--- src/rtl/pwx_pkg.sv ---
package pwx_pkg;

  typedef enum logic [1:0] {
    ST_IDLE  = 2'd0,
    ST_ISSUE = 2'd1,
    ST_WAIT  = 2'd2,
    ST_RESP  = 2'd3
  } pwx_state_t;

  localparam int PWX_MODE_BIT  = 1;
  localparam int PWX_HI_LSB    = 2;
  localparam int PWX_ABORT_BIT = 26;

endpackage

--- src/rtl/pwx_decode.sv ---
module pwx_decode #(
  parameter int          ADDR_W     = 32,
  parameter int          CFG_SPAN_W = 20,
  parameter logic [1:0]  WIN_TAG    = 2'b10
) (
  input  logic [ADDR_W-1:0] haddr,
  input  logic              cfg_mode,
  input  logic [1:0]        hi_bits,
  output logic              hit,
  output logic              cfg_ok,
  output logic [ADDR_W-1:0] pci_addr
);
  localparam int OFF_W = ADDR_W - 2;

  logic [OFF_W-1:0]  offset;
  logic [ADDR_W-1:0] cfg_addr;
  logic [ADDR_W-1:0] mem_addr;

  assign offset = haddr[OFF_W-1:0];
  assign hit    = (haddr[ADDR_W-1:OFF_W] == WIN_TAG);
  assign cfg_ok = (offset[OFF_W-1:CFG_SPAN_W] == '0);

  always_comb begin
    cfg_addr = '0;
    cfg_addr[CFG_SPAN_W-1:2] = offset[CFG_SPAN_W-1:2];
  end

  assign mem_addr = {hi_bits, offset};
  assign pci_addr = cfg_mode ? cfg_addr : mem_addr;

endmodule

--- src/rtl/pwx_csr.sv ---
module pwx_csr import pwx_pkg::*; #(
  parameter int DATA_W    = 32,
  parameter int ABORT_BIT = PWX_ABORT_BIT
) (
  input  logic              clk,
  input  logic              rst,
  input  logic              csr_we,
  input  logic              csr_sel,
  input  logic [DATA_W-1:0] csr_wdata,
  input  logic              abort_evt,
  output logic [DATA_W-1:0] csr_rdata,
  output logic              cfg_mode,
  output logic [1:0]        hi_bits
);
  logic [DATA_W-1:0] ctrl_q;
  logic [DATA_W-1:0] stat_q;
  logic [DATA_W-1:0] rdata_q;
  logic [DATA_W-1:0] clr_vec;
  logic [DATA_W-1:0] set_vec;

  always_comb begin
    set_vec = '0;
    set_vec[ABORT_BIT] = abort_evt;
    clr_vec = (csr_we && csr_sel) ? csr_wdata : '0;
  end

  always_ff @(posedge clk) begin
    if (rst) begin
      ctrl_q  <= '0;
      stat_q  <= '0;
      rdata_q <= '0;
    end else begin
      if (csr_we && !csr_sel) ctrl_q <= csr_wdata;
      stat_q  <= (stat_q & ~clr_vec) | set_vec;
      rdata_q <= csr_sel ? stat_q : ctrl_q;
    end
  end

  assign csr_rdata = rdata_q;
  assign cfg_mode  = ctrl_q[PWX_MODE_BIT];
  assign hi_bits   = ctrl_q[PWX_HI_LSB+1:PWX_HI_LSB];

  assert_abort_sets_R5: assert property (@(posedge clk) disable iff (rst)
    abort_evt |=> stat_q[ABORT_BIT]);

  assert_abort_sticky_R5: assert property (@(posedge clk) disable iff (rst)
    (stat_q[ABORT_BIT] && !(csr_we && csr_sel && csr_wdata[ABORT_BIT]))
      |=> stat_q[ABORT_BIT]);

endmodule

--- src/rtl/pwx_seq.sv ---
module pwx_seq import pwx_pkg::*; #(
  parameter int ADDR_W = 32,
  parameter int DATA_W = 32,
  parameter int BE_W   = DATA_W / 8
) (
  input  logic              clk,
  input  logic              rst,
  input  logic              host_valid,
  output logic              host_ready,
  input  logic              host_write,
  input  logic [BE_W-1:0]   host_be,
  input  logic [DATA_W-1:0] host_wdata,
  input  logic              hit,
  input  logic              cfg_ok,
  input  logic              cfg_mode,
  input  logic [ADDR_W-1:0] xl_addr,
  output logic              host_rsp_valid,
  output logic [DATA_W-1:0] host_rsp_rdata,
  output logic              host_rsp_err,
  output logic              pci_req_valid,
  input  logic              pci_req_ready,
  output logic              pci_req_cfg,
  output logic              pci_req_write,
  output logic [ADDR_W-1:0] pci_req_addr,
  output logic [BE_W-1:0]   pci_req_be,
  output logic [DATA_W-1:0] pci_req_wdata,
  input  logic              pci_rsp_valid,
  input  logic              pci_rsp_abort,
  input  logic [DATA_W-1:0] pci_rsp_rdata,
  output logic              abort_evt
);
  pwx_state_t state;
  logic       wr_q;
  logic       accept;
  logic       done;

  assign host_ready = (state == ST_IDLE) && hit;
  assign accept     = host_valid && host_ready;
  assign done       = (state == ST_WAIT) && pci_rsp_valid;
  assign abort_evt  = done && pci_rsp_abort;

  always_ff @(posedge clk) begin
    if (rst) begin
      state          <= ST_IDLE;
      wr_q           <= 1'b0;
      host_rsp_valid <= 1'b0;
      host_rsp_rdata <= '0;
      host_rsp_err   <= 1'b0;
      pci_req_valid  <= 1'b0;
      pci_req_cfg    <= 1'b0;
      pci_req_write  <= 1'b0;
      pci_req_addr   <= '0;
      pci_req_be     <= '0;
      pci_req_wdata  <= '0;
    end else begin
      host_rsp_valid <= 1'b0;
      unique case (state)
        ST_IDLE: begin
          if (accept) begin
            wr_q <= host_write;
            if (cfg_mode && !cfg_ok) begin
              host_rsp_valid <= 1'b1;
              host_rsp_err   <= 1'b1;
              host_rsp_rdata <= host_write ? '0 : '1;
              state          <= ST_RESP;
            end else begin
              pci_req_valid <= 1'b1;
              pci_req_cfg   <= cfg_mode;
              pci_req_write <= host_write;
              pci_req_addr  <= xl_addr;
              pci_req_be    <= host_be;
              pci_req_wdata <= host_wdata;
              state         <= ST_ISSUE;
            end
          end
        end
        ST_ISSUE: begin
          if (pci_req_ready) begin
            pci_req_valid <= 1'b0;
            state         <= ST_WAIT;
          end
        end
        ST_WAIT: begin
          if (pci_rsp_valid) begin
            host_rsp_valid <= 1'b1;
            host_rsp_err   <= pci_rsp_abort;
            if (pci_rsp_abort)  host_rsp_rdata <= '1;
            else if (wr_q)      host_rsp_rdata <= '0;
            else                host_rsp_rdata <= pci_rsp_rdata;
            state <= ST_RESP;
          end
        end
        default: state <= ST_IDLE;
      endcase
    end
  end

  assert_req_hold_R7: assert property (@(posedge clk) disable iff (rst)
    (pci_req_valid && !pci_req_ready) |=> (pci_req_valid && $stable(pci_req_addr)
      && $stable(pci_req_be) && $stable(pci_req_wdata) && $stable(pci_req_cfg)));

  assert_rsp_pulse_R8: assert property (@(posedge clk) disable iff (rst)
    host_rsp_valid |=> !host_rsp_valid);

  assert_busy_R8: assert property (@(posedge clk) disable iff (rst)
    (pci_req_valid || host_rsp_valid) |-> !host_ready);

  assert_abort_ones_R6: assert property (@(posedge clk) disable iff (rst)
    (done && pci_rsp_abort && !wr_q) |=>
      (host_rsp_valid && host_rsp_err && host_rsp_rdata == '1));

endmodule

--- src/rtl/pci_window_xlate.sv ---
module pci_window_xlate import pwx_pkg::*; #(
  parameter int         ADDR_W     = 32,
  parameter int         DATA_W     = 32,
  parameter int         BE_W       = DATA_W / 8,
  parameter int         CFG_SPAN_W = 20,
  parameter logic [1:0] WIN_TAG    = 2'b10
) (
  input  logic              clk,
  input  logic              rst,
  input  logic              host_valid,
  output logic              host_ready,
  input  logic [ADDR_W-1:0] host_addr,
  input  logic              host_write,
  input  logic [BE_W-1:0]   host_be,
  input  logic [DATA_W-1:0] host_wdata,
  output logic              host_rsp_valid,
  output logic [DATA_W-1:0] host_rsp_rdata,
  output logic              host_rsp_err,
  input  logic              csr_we,
  input  logic              csr_sel,
  input  logic [DATA_W-1:0] csr_wdata,
  output logic [DATA_W-1:0] csr_rdata,
  output logic              pci_req_valid,
  input  logic              pci_req_ready,
  output logic              pci_req_cfg,
  output logic              pci_req_write,
  output logic [ADDR_W-1:0] pci_req_addr,
  output logic [BE_W-1:0]   pci_req_be,
  output logic [DATA_W-1:0] pci_req_wdata,
  input  logic              pci_rsp_valid,
  input  logic              pci_rsp_abort,
  input  logic [DATA_W-1:0] pci_rsp_rdata
);
  logic              hit;
  logic              cfg_ok;
  logic              cfg_mode;
  logic [1:0]        hi_bits;
  logic [ADDR_W-1:0] xl_addr;
  logic              abort_evt;

  pwx_decode #(
    .ADDR_W(ADDR_W), .CFG_SPAN_W(CFG_SPAN_W), .WIN_TAG(WIN_TAG)
  ) u_decode (
    .haddr(host_addr), .cfg_mode(cfg_mode), .hi_bits(hi_bits),
    .hit(hit), .cfg_ok(cfg_ok), .pci_addr(xl_addr)
  );

  pwx_csr #(.DATA_W(DATA_W)) u_csr (
    .clk(clk), .rst(rst), .csr_we(csr_we), .csr_sel(csr_sel),
    .csr_wdata(csr_wdata), .abort_evt(abort_evt), .csr_rdata(csr_rdata),
    .cfg_mode(cfg_mode), .hi_bits(hi_bits)
  );

  pwx_seq #(.ADDR_W(ADDR_W), .DATA_W(DATA_W), .BE_W(BE_W)) u_seq (
    .clk(clk), .rst(rst),
    .host_valid(host_valid), .host_ready(host_ready), .host_write(host_write),
    .host_be(host_be), .host_wdata(host_wdata),
    .hit(hit), .cfg_ok(cfg_ok), .cfg_mode(cfg_mode), .xl_addr(xl_addr),
    .host_rsp_valid(host_rsp_valid), .host_rsp_rdata(host_rsp_rdata),
    .host_rsp_err(host_rsp_err),
    .pci_req_valid(pci_req_valid), .pci_req_ready(pci_req_ready),
    .pci_req_cfg(pci_req_cfg), .pci_req_write(pci_req_write),
    .pci_req_addr(pci_req_addr), .pci_req_be(pci_req_be),
    .pci_req_wdata(pci_req_wdata),
    .pci_rsp_valid(pci_rsp_valid), .pci_rsp_abort(pci_rsp_abort),
    .pci_rsp_rdata(pci_rsp_rdata), .abort_evt(abort_evt)
  );

  assert_claim_window_R1: assert property (@(posedge clk) disable iff (rst)
    (host_valid && host_ready) |-> (host_addr[ADDR_W-1:ADDR_W-2] == WIN_TAG));

  assert_cfg_range_R4: assert property (@(posedge clk) disable iff (rst)
    (pci_req_valid && pci_req_cfg) |-> (pci_req_addr[ADDR_W-1:CFG_SPAN_W] == '0));

  assert_cfg_align_R3: assert property (@(posedge clk) disable iff (rst)
    (pci_req_valid && pci_req_cfg) |-> (pci_req_addr[1:0] == 2'b00));

endmodule

--- config.mk ---
export PLATFORM = sky130hd
export DESIGN_NAME = pci_window_xlate
export DESIGN_NICKNAME = d
export VERILOG_FILES = /design/src/rtl/pwx_pkg.sv /design/src/rtl/pwx_decode.sv /design/src/rtl/pwx_csr.sv /design/src/rtl/pwx_seq.sv /design/src/rtl/pci_window_xlate.sv
export SDC_FILE = /design/constraint.sdc
export NUM_CORES = 1
export LEC_CHECK = 0
export BUFFER_PORTS_ARGS = -buffer_cell sky130_fd_sc_hd__clkbuf_2
export CAP_MARGIN = 5
export CORE_MARGIN = 3
export CORE_UTILIZATION = 40
export DETAILED_ROUTE_END_ITERATION = 6
export PLACE_DENSITY = 0.66
export SYNTH_ARGS = -nofsm -noshare
export SYNTH_HDL_FRONTEND = slang
export SYNTH_SLANG_ARGS = --single-unit
--- constraint.sdc ---
create_clock -name clk -period 7.1 [get_ports clk]
set_clock_uncertainty 0.1 [all_clocks]
set_input_delay 2.13 -clock clk [delete_from_list [all_inputs] [get_ports clk]]
set_output_delay 2.13 -clock clk [all_outputs]
set_load 0.005 [all_outputs]
* After elaboration in Yosys (flattened, before gate mapping) *
Index checks and enable logic that the tools add are counted.

operators by class
  add/sub/neg operators = 0
  multiply operators = 0
  divide/modulo/power cells = 0
  order comparisons = 0
  equal/unequal tests = 8
  shift operators = 0
  multiplexer cells = 27
  bitwise gates (word level) = 4
  reductions and logical operators = 18

operators by type and width
  kind                                                   number
  2-to-1 mux 32 bit                                      9
  case mux 32 bit (2 select lines)                       1
  AND 32 bit                                             1
  NOT 32 bit                                             1
  bitwise OR 32 x 27 -> 32 bit                           1
  logical NOT 10 bit                                     1
  2-to-1 mux 1 bit                                       9
  2-to-1 mux 2 bit                                       4
  inequality test 2 bit, second input constant           4
  AND reduction 4 bit                                    2
  logical AND 1 bit                                      7
  case mux 1 bit (2 select lines)                        3
  case mux 2 bit (3 select lines)                        1
  AND reduction 3 bit                                    2
  equality test 2 bit, second input constant             2
  nonzero test 2 bit                                     2
  equality test 2 x 1 -> 1 bit, second input constant    1
  logical NOT 1 bit                                      2
  logical NOT 2 bit                                      1
  inequality test 2 x 1 -> 1 bit, second input constant  1
  AND reduction 2 bit                                    1
  NOT 1 bit                                              1

word-level totals
  register bits after elaboration = 204
  latch bits = 0
  bits in writable memories = 0
  memory bits (read-only) = 0
  input bits = 141
  output and inout port bits = 138
  word-level logic and storage cells = 71
  memories kept = 0

* Depth between registers and ports, before layout *
Gate-level depths: netlist of the first run.

  depth in word-level cells = 6
  depth in mapped cells = 8
  gate-level depth less buffers = 6

* Hierarchy *
A second synthesis of the first run with hierarchy kept.

second synthesis, totals
  cells, all modules = 943
  area, all modules = 8,828.5 um^2

by module, submodules not included
  module      instances  cells each  area an instance (um^2)  sequential area each (um^2)
  pwx_seq     1          550         4,707.0                  2,162.1
  pwx_csr     1          356         3,854.9                  1,921.8
  pwx_decode  1          37          266.5                    0.0

* Least setup slack after synthesis of the first run *
OpenSTA, ideal clock, no wires.

  kind = input to output
  start point = input port host_addr[31]
  end point = output port host_ready
  arrival time = 2,425 ps
  data required time = 4,870 ps
  path slack = 2,445 ps
  stages = 2
  path buffers = 0
  path through = nor2b_1 -> and2_1

between the ends
  word-level cells in the longest chain between the ends = 2

ends and longest elaborated chain
  item                 RTL line                source
  from (decl)          pci_window_xlate.sv:12  input logic [ADDR_W-1:0] host_addr,
  equality test 2 bit  pwx_decode.sv:20        assign hit = (haddr[ADDR_W-1:OFF_W] == WIN_TAG);
  logical AND 1 bit    pwx_seq.sv:37           assign host_ready = (state == ST_IDLE) && hit;
  to (decl)            pci_window_xlate.sv:11  output logic host_ready,

Every way passes these cells.

* Worst setup path after layout of the first run *
  start point = input port host_addr[30]
  end point = output port host_ready

The elaborated chain is that of the path after synthesis.

==> impl_metrics.tcl, run 1 <==
set metrics [dict create \
    run_status "completed" \
    crit_fanout 3 \
    floorplan.initialDensity_pct 41.4 \
    power.density_cell_area_nw_per_um2 302 \
    synth.most_common_cell "dfxtp_1" \
    n_fill_cell 1761 \
    synth_async_reset_ratio_pct 0 \
    cts.repair_timing.setup_buffer_count 0 \
    core.rowCount 49 \
    postRouteWirelength_um 21500 \
    drt-vias-per-instance 5.11 \
    grt_first_pass_wirelength_um 33000 \
    crit_path_end_kind "output pin" \
    post-route-period-util_pct 69.1 \
    die-width_um 144 \
    detailroute.via_count 6863 \
    die_h_um 144 \
    grt_overflow_total 0 \
    clk_slew_on_worst_s_h_paths_ns 0.06 \
    io_buffer_count 278 \
    synth_area_per_cell_um2 8.78 \
    ctsRootBufferMaster "clkbuf_16" \
    rsz0062_at_grt "false" \
    clock_tree.htree_level_count 1 \
    die-area_um2 20700 \
    synth_largest_area_cell "dfxtp_1" \
    yosys-top-cells-count "204 x dfxtp_1, 108 x a21oi_1, 105 x o21ai_0" \
    grt_usage_pct 19.2 \
    cts_buffers 22 \
    cp.arrival_ns 2.67 \
    antenna_found_initial 0 \
    post_cts_resized 0 \
    slew_headroom_pct 32.6 \
    hold_path_class "flip-flop to flip-flop" \
    dpl-instance-area_um2 9060 \
    finalHoldViolations 0 \
    tritoncts_sink_count 204 \
    synth_seq_cells 204 \
    place.gp.congestion 0.778 \
    hold_buffers 0 \
    cts_tree "yes" \
    mappedNetlistNets 1010 \
    share_of_post_route_cells_with_drive_strength_above_1_pct 30.1 \
    static_leak_uw 0.00449 \
    clock_path_buffers 3 \
    post-layout-total-power_uw 2960 \
    synth-warning-count 0 \
    pin_count 279 \
    fin_area_um2 9810 \
    antenna_left 0 \
    report.final.setup_viol 0 \
    drt-initial-drc-count 377 \
    synth.area.top_cells "dfxtp_1 54%, a21oi_1 7.1%, o21ai_0 6.9%" \
    clock_latency_ns 0.49 \
    synth_seq_area_share_pct 53.8 \
    vdd.ir_drop.worst_uv 148 \
    synth_edf_count 0 \
    critical_path_launch_point_type "primary input" \
    reg2reg_depth 6 \
    timing.critical_path.required_ns 4.87 \
    syn-instance-count 865 \
    timing_worst_slew_pin_value_ns 1.01 \
    fp.coreArea_um2 18300 \
    hold-path-cell-count 2 \
    wire_per_inst_um 16.0 \
    antenna-diode-count 0 \
    post_layout_min_period_ns 4.90 \
    first_global_vias 6418 \
    clock.fmax_ghz 0.204 \
    drv_slew 0 \
    ys.flop_type "dfxtp_1" \
    drc_errors 0 \
    drt_first_pass_iters 5 \
    dp.cells 1305 \
    dp_hpwl_um 13700 \
    timing.max_cap.violations 0 \
    grt_start_max_net_pins 76 \
    synth_top_area_share_pct 53.8 \
    total_neg_setup_slack_ns 0 \
    layoutNonFillerInstCount 1344 \
    worst-setup-path-type "primary input to output pin" \
    synthesized_area_um2 7590 \
    area_delta_synth_final_pct 29.1 \
    yosys.cell_types.count 37 \
    finalNetCount 1245 \
]
## metrics by stage
stage,util (%),hold WS [ns],worst slack (ns)
6_report,53.5,0.354,2.20
3_5_place_dp,49.4,0.346,2.17
2_1_floorplan,-,0.336,2.44
5_1_grt,53.5,0.370,2.14
3_3_place_gp,49.4,0.340,2.19
4_1_cts,53.5,0.354,2.18
## cell usage in the layout (no fill, tap or decap), types with 5 or more instances in the layout
master	count
clkbuf_2	277
dfxtp_1	204
a21oi_1	108
o21ai_0	105
nand2_1	102
nand3_1	57
inv_1	37
nor2_1	34
mux2i_1	32
a22o_1	32
and3_1	31
clkbuf_16	23
nand3b_1	14
buf_4	12
clkinv_2	6
clkbuf_8	5
## logic make-up after synthesis
group,Yosys count,share of synthesized area (%)
AOI/OAI and AO/OA,257,19.3
and+or+nand+nor,253,15.7
DFF,204,53.8
buffers and inverters,115,6.28
muxes,32,4.22
adders and majority gates,4,0.659
## worst max-delay path, stage by stage
cell      delay [ns]
clkbuf_2        0.10
nor2b_1         0.19
and2_1          0.15
clkbuf_2        0.10
## per-layer routing
| metal | wire length, um | vias to the layer above | global-route usage [%] |
|---|---|---|---|
| met4 | 660 | 0 | 6.64 |
| li1 | - | 3432 | - |
| met2 | 10100 | 251 | 30.9 |
| met1 | 9260 | 3140 | 26.0 |
| met5 | 0 | - | 0 |
| met3 | 1480 | 40 | 3.79 |
## sequential cells by signal (all words and copies together) (netlist names), 2 cells and up
register              flops
u_seq.state               2
u_csr.ctrl_q             32
u_seq.pci_req_wdata      32
u_csr.stat_q             32
u_seq.pci_req_addr       32
u_seq.host_rsp_rdata     32
u_csr.csr_rdata          32
u_seq.pci_req_be          4
## layout make-up
type / instances / area, um^2 / area share [%]
flip-flops and latches: 204 / 4080 / 41.6
clock buffers: 30 / 652 / 6.65
clock inverters: 9 / 97.6 / 0.995
multi-input cells: 546 / 3070 / 31.3
repair buffers: 289 / 1480 / 15.1
inverters: 37 / 139 / 1.42
well taps: 229 / 287 / 2.92
## path summary, 6_finish.rpt
path,from,slack [ns],end
worst max-delay path,host_addr[30],2.20,host_ready
worst min-delay path,u_csr.ctrl_q[16],0.35,u_csr.ctrl_q[16]
worst max register to register,u_seq.state[0],4.76,u_seq.host_rsp_rdata[9]
worst min register to register,u_csr.ctrl_q[16],0.35,u_csr.ctrl_q[16]
## where the power goes
part	switching (uW)	internal (uW)	total, uW
Combinational	253	215	469
Sequential	63.9	1260	1320
Clock	455	714	1170
Total	773	2190	2960
No activity file was read; power rests on OpenSTA's default activity.
==> inputs of run 2 (changes only) <==
--- a/config.mk
+++ b/config.mk
@@ -10,7 +10,7 @@
 export CORE_MARGIN = 3
 export CORE_UTILIZATION = 40
 export DETAILED_ROUTE_END_ITERATION = 6
-export PLACE_DENSITY = 0.66
+export PLACE_DENSITY = 0.68
 export SYNTH_ARGS = -nofsm -noshare
 export SYNTH_HDL_FRONTEND = slang
 export SYNTH_SLANG_ARGS = --single-unit
==> constraint.sdc (replaced) <==
create_clock -name clk -period 4.5 [get_ports clk]
set_clock_uncertainty 0.1 [all_clocks]
set_input_delay 1.35 -clock clk [delete_from_list [all_inputs] [get_ports clk]]
set_output_delay 1.35 -clock clk [all_outputs]
set_load 0.005 [all_outputs]
==> run 2 against run 1 <==
Hold slack got worse by 0.0025 ns. Total power increased by 60%. Via count increased by 2.0%. Register-to-register slack got worse by 2.6 ns. Setup slack got worse by 1.1 ns. Final area increased by 0.89%. Largest cell class unchanged. Largest power group unchanged.
==> impl_metrics.tcl, run 2 (synthesis gave the netlist of run 1 again) <==
set metrics [dict create \
    static_leak_uw 0.00453 \
    dp_hpwl_um 14500 \
    detailroute.via_count 6997 \
    top_library_cells_by_usage_in_the_layout_fill_and_taps_aside "277 x clkbuf_2, 204 x dfxtp_1, 108 x a21oi_1" \
    share_of_post_route_cells_with_drive_strength_above_1_pct 30.8 \
    report.final.setup_viol 0 \
    postRouteWirelength_um 21800 \
    pin_count 279 \
    worst-setup-path-type "primary input to output pin" \
    area_delta_synth_final_pct 30.3 \
    post_cts_resized 0 \
    antenna_found_initial 0 \
    total_neg_setup_slack_ns 0 \
    clk_slew_on_worst_s_h_paths_ns 0.06 \
    clock_path_buffers 3 \
    power_frac_clock_pct 40.3 \
    cts.repair_timing.setup_buffer_count 0 \
    floorplan.initialDensity_pct 41.4 \
    mostFrequentLayoutCell "clkbuf_2" \
    power.density_cell_area_nw_per_um2 479 \
    gate_power_share_pct 15.7 \
    post-route-period-util_pct 74.7 \
    crit_path_max_incr_delay_ns 0.21 \
    core.rowCount 49 \
    switch_pwr_uw 1230 \
    grt_start_max_net_pins 72 \
    crit_path_end_kind "output pin" \
    clock.fmax_ghz 0.298 \
    grt_first_pass_wirelength_um 33300 \
    drv_slew 0 \
    timing_worst_slew_pin_value_ns 0.883 \
    hold_buffers 0 \
    grt_usage_pct 19.5 \
    critical_path_launch_point_type "primary input" \
    fp.coreArea_um2 18300 \
    place.gp.congestion 0.803 \
    cp.arrival_ns 1.91 \
    timing.critical_path.required_ns 3.05 \
    hold_start "u_csr.ctrl_q[5]" \
    cp_slowest_cell "nor2b_1" \
    drc_errors 0 \
    run_status "completed" \
    sw_frac_of_total_pct 25.9 \
    post_layout_min_period_ns 3.36 \
    cts_tree "yes" \
    ctsRootBufferMaster "clkbuf_16" \
    crit-reg2reg-launch "u_seq.state[0]" \
    drt-vias-per-instance 5.17 \
    clock_latency_ns 0.50 \
    antenna_left 0 \
    die-width_um 144 \
    n_fill_cell 1726 \
    die-area_um2 20700 \
    rsz0062_at_grt "false" \
    power_share_of_the_sequential_group_pct 44.0 \
    antenna-diode-count 0 \
    fin_area_um2 9890 \
    die_h_um 144 \
    finalNetCount 1253 \
    finalHoldViolations 0 \
    p_int_uw 3510 \
    io_buffer_count 278 \
    vdd.ir_drop.worst_uv 238 \
    first_global_vias 6473 \
    wire_per_inst_um 16.1 \
    crit_chain "clkbuf_2, nor2b_1, and2_1, clkbuf_2" \
    cpMostUsedCell "clkbuf_2" \
    drt-initial-drc-count 435 \
    clock_tree.htree_level_count 1 \
    cts_buffers 23 \
    tritoncts_sink_count 204 \
    dpl-instance-area_um2 9100 \
    slew_headroom_pct 41.0 \
    drt_first_pass_iters 4 \
    timing.max_cap.violations 0 \
    grt_overflow_total 0 \
    startpoint "host_addr[31]" \
    hold_path_class "flip-flop to flip-flop" \
    crit_fanout 3 \
]
==> run 2: per-stage QoR <==
| step | util [%] | hold WS, ns | setup WS (ns) | total power [uW] | instances |
|---|---|---|---|---|---|
| global placement | 49.6 | 0.341 | 0.889 | 2860 | 1312 |
| floorplan | - | 0.336 | 1.40 | 2530 | 865 |
| finish | 54.0 | 0.352 | 1.14 | 4740 | 1354 |
| global route | 54.0 | 0.367 | 1.08 | 4980 | 1354 |
| CTS | 54.0 | 0.354 | 1.14 | 4790 | 1354 |
| detailed placement | 49.6 | 0.346 | 0.861 | 2870 | 1312 |
==> run 2: critical path, delay by kind of cell <==
kind	cells	cell delay, ns
and+or+nand+nor	2	0.37
buffers and inverters	2	0.19
==> run 2: routing by layer <==
metal	wire length, um	part of all wire (%)	GRT usage, %
met4	740	3.4	7.09
met1	9520	44	25.7
met2	10100	46	31.7
met5	0	0	0
met3	1510	6.9	3.93
==> run 2: final cells by class <==
class / count / area [um^2] / area share, %
tap: 229 / 287 / 2.90
multi-input combinational: 546 / 3060 / 30.9
sequential: 204 / 4080 / 41.3
clock buffer: 33 / 693 / 7.01
timing repair buffer: 296 / 1530 / 15.5
clock inverter: 9 / 103 / 1.04
inverter: 37 / 139 / 1.40
==> run 2: final timing paths <==
check	end	slack, ns	cells after the start
worst max-delay path	host_ready	1.14	4
worst min-delay path	u_csr.ctrl_q[5]	0.35	2
worst max register to register	u_seq.pci_req_wdata[27]	2.15	6
worst min register to register	u_csr.ctrl_q[5]	0.35	2
==> run 2: power groups by stage <==
stage | registers (uW) | logic (uW) | clock network [uW]
floorplan | 2120 | 414 | 0
global placement | 2120 | 735 | 0
detailed placement | 2120 | 746 | 0
CTS | 2080 | 750 | 1960
global route | 2100 | 839 | 2040
finish | 2080 | 744 | 1910
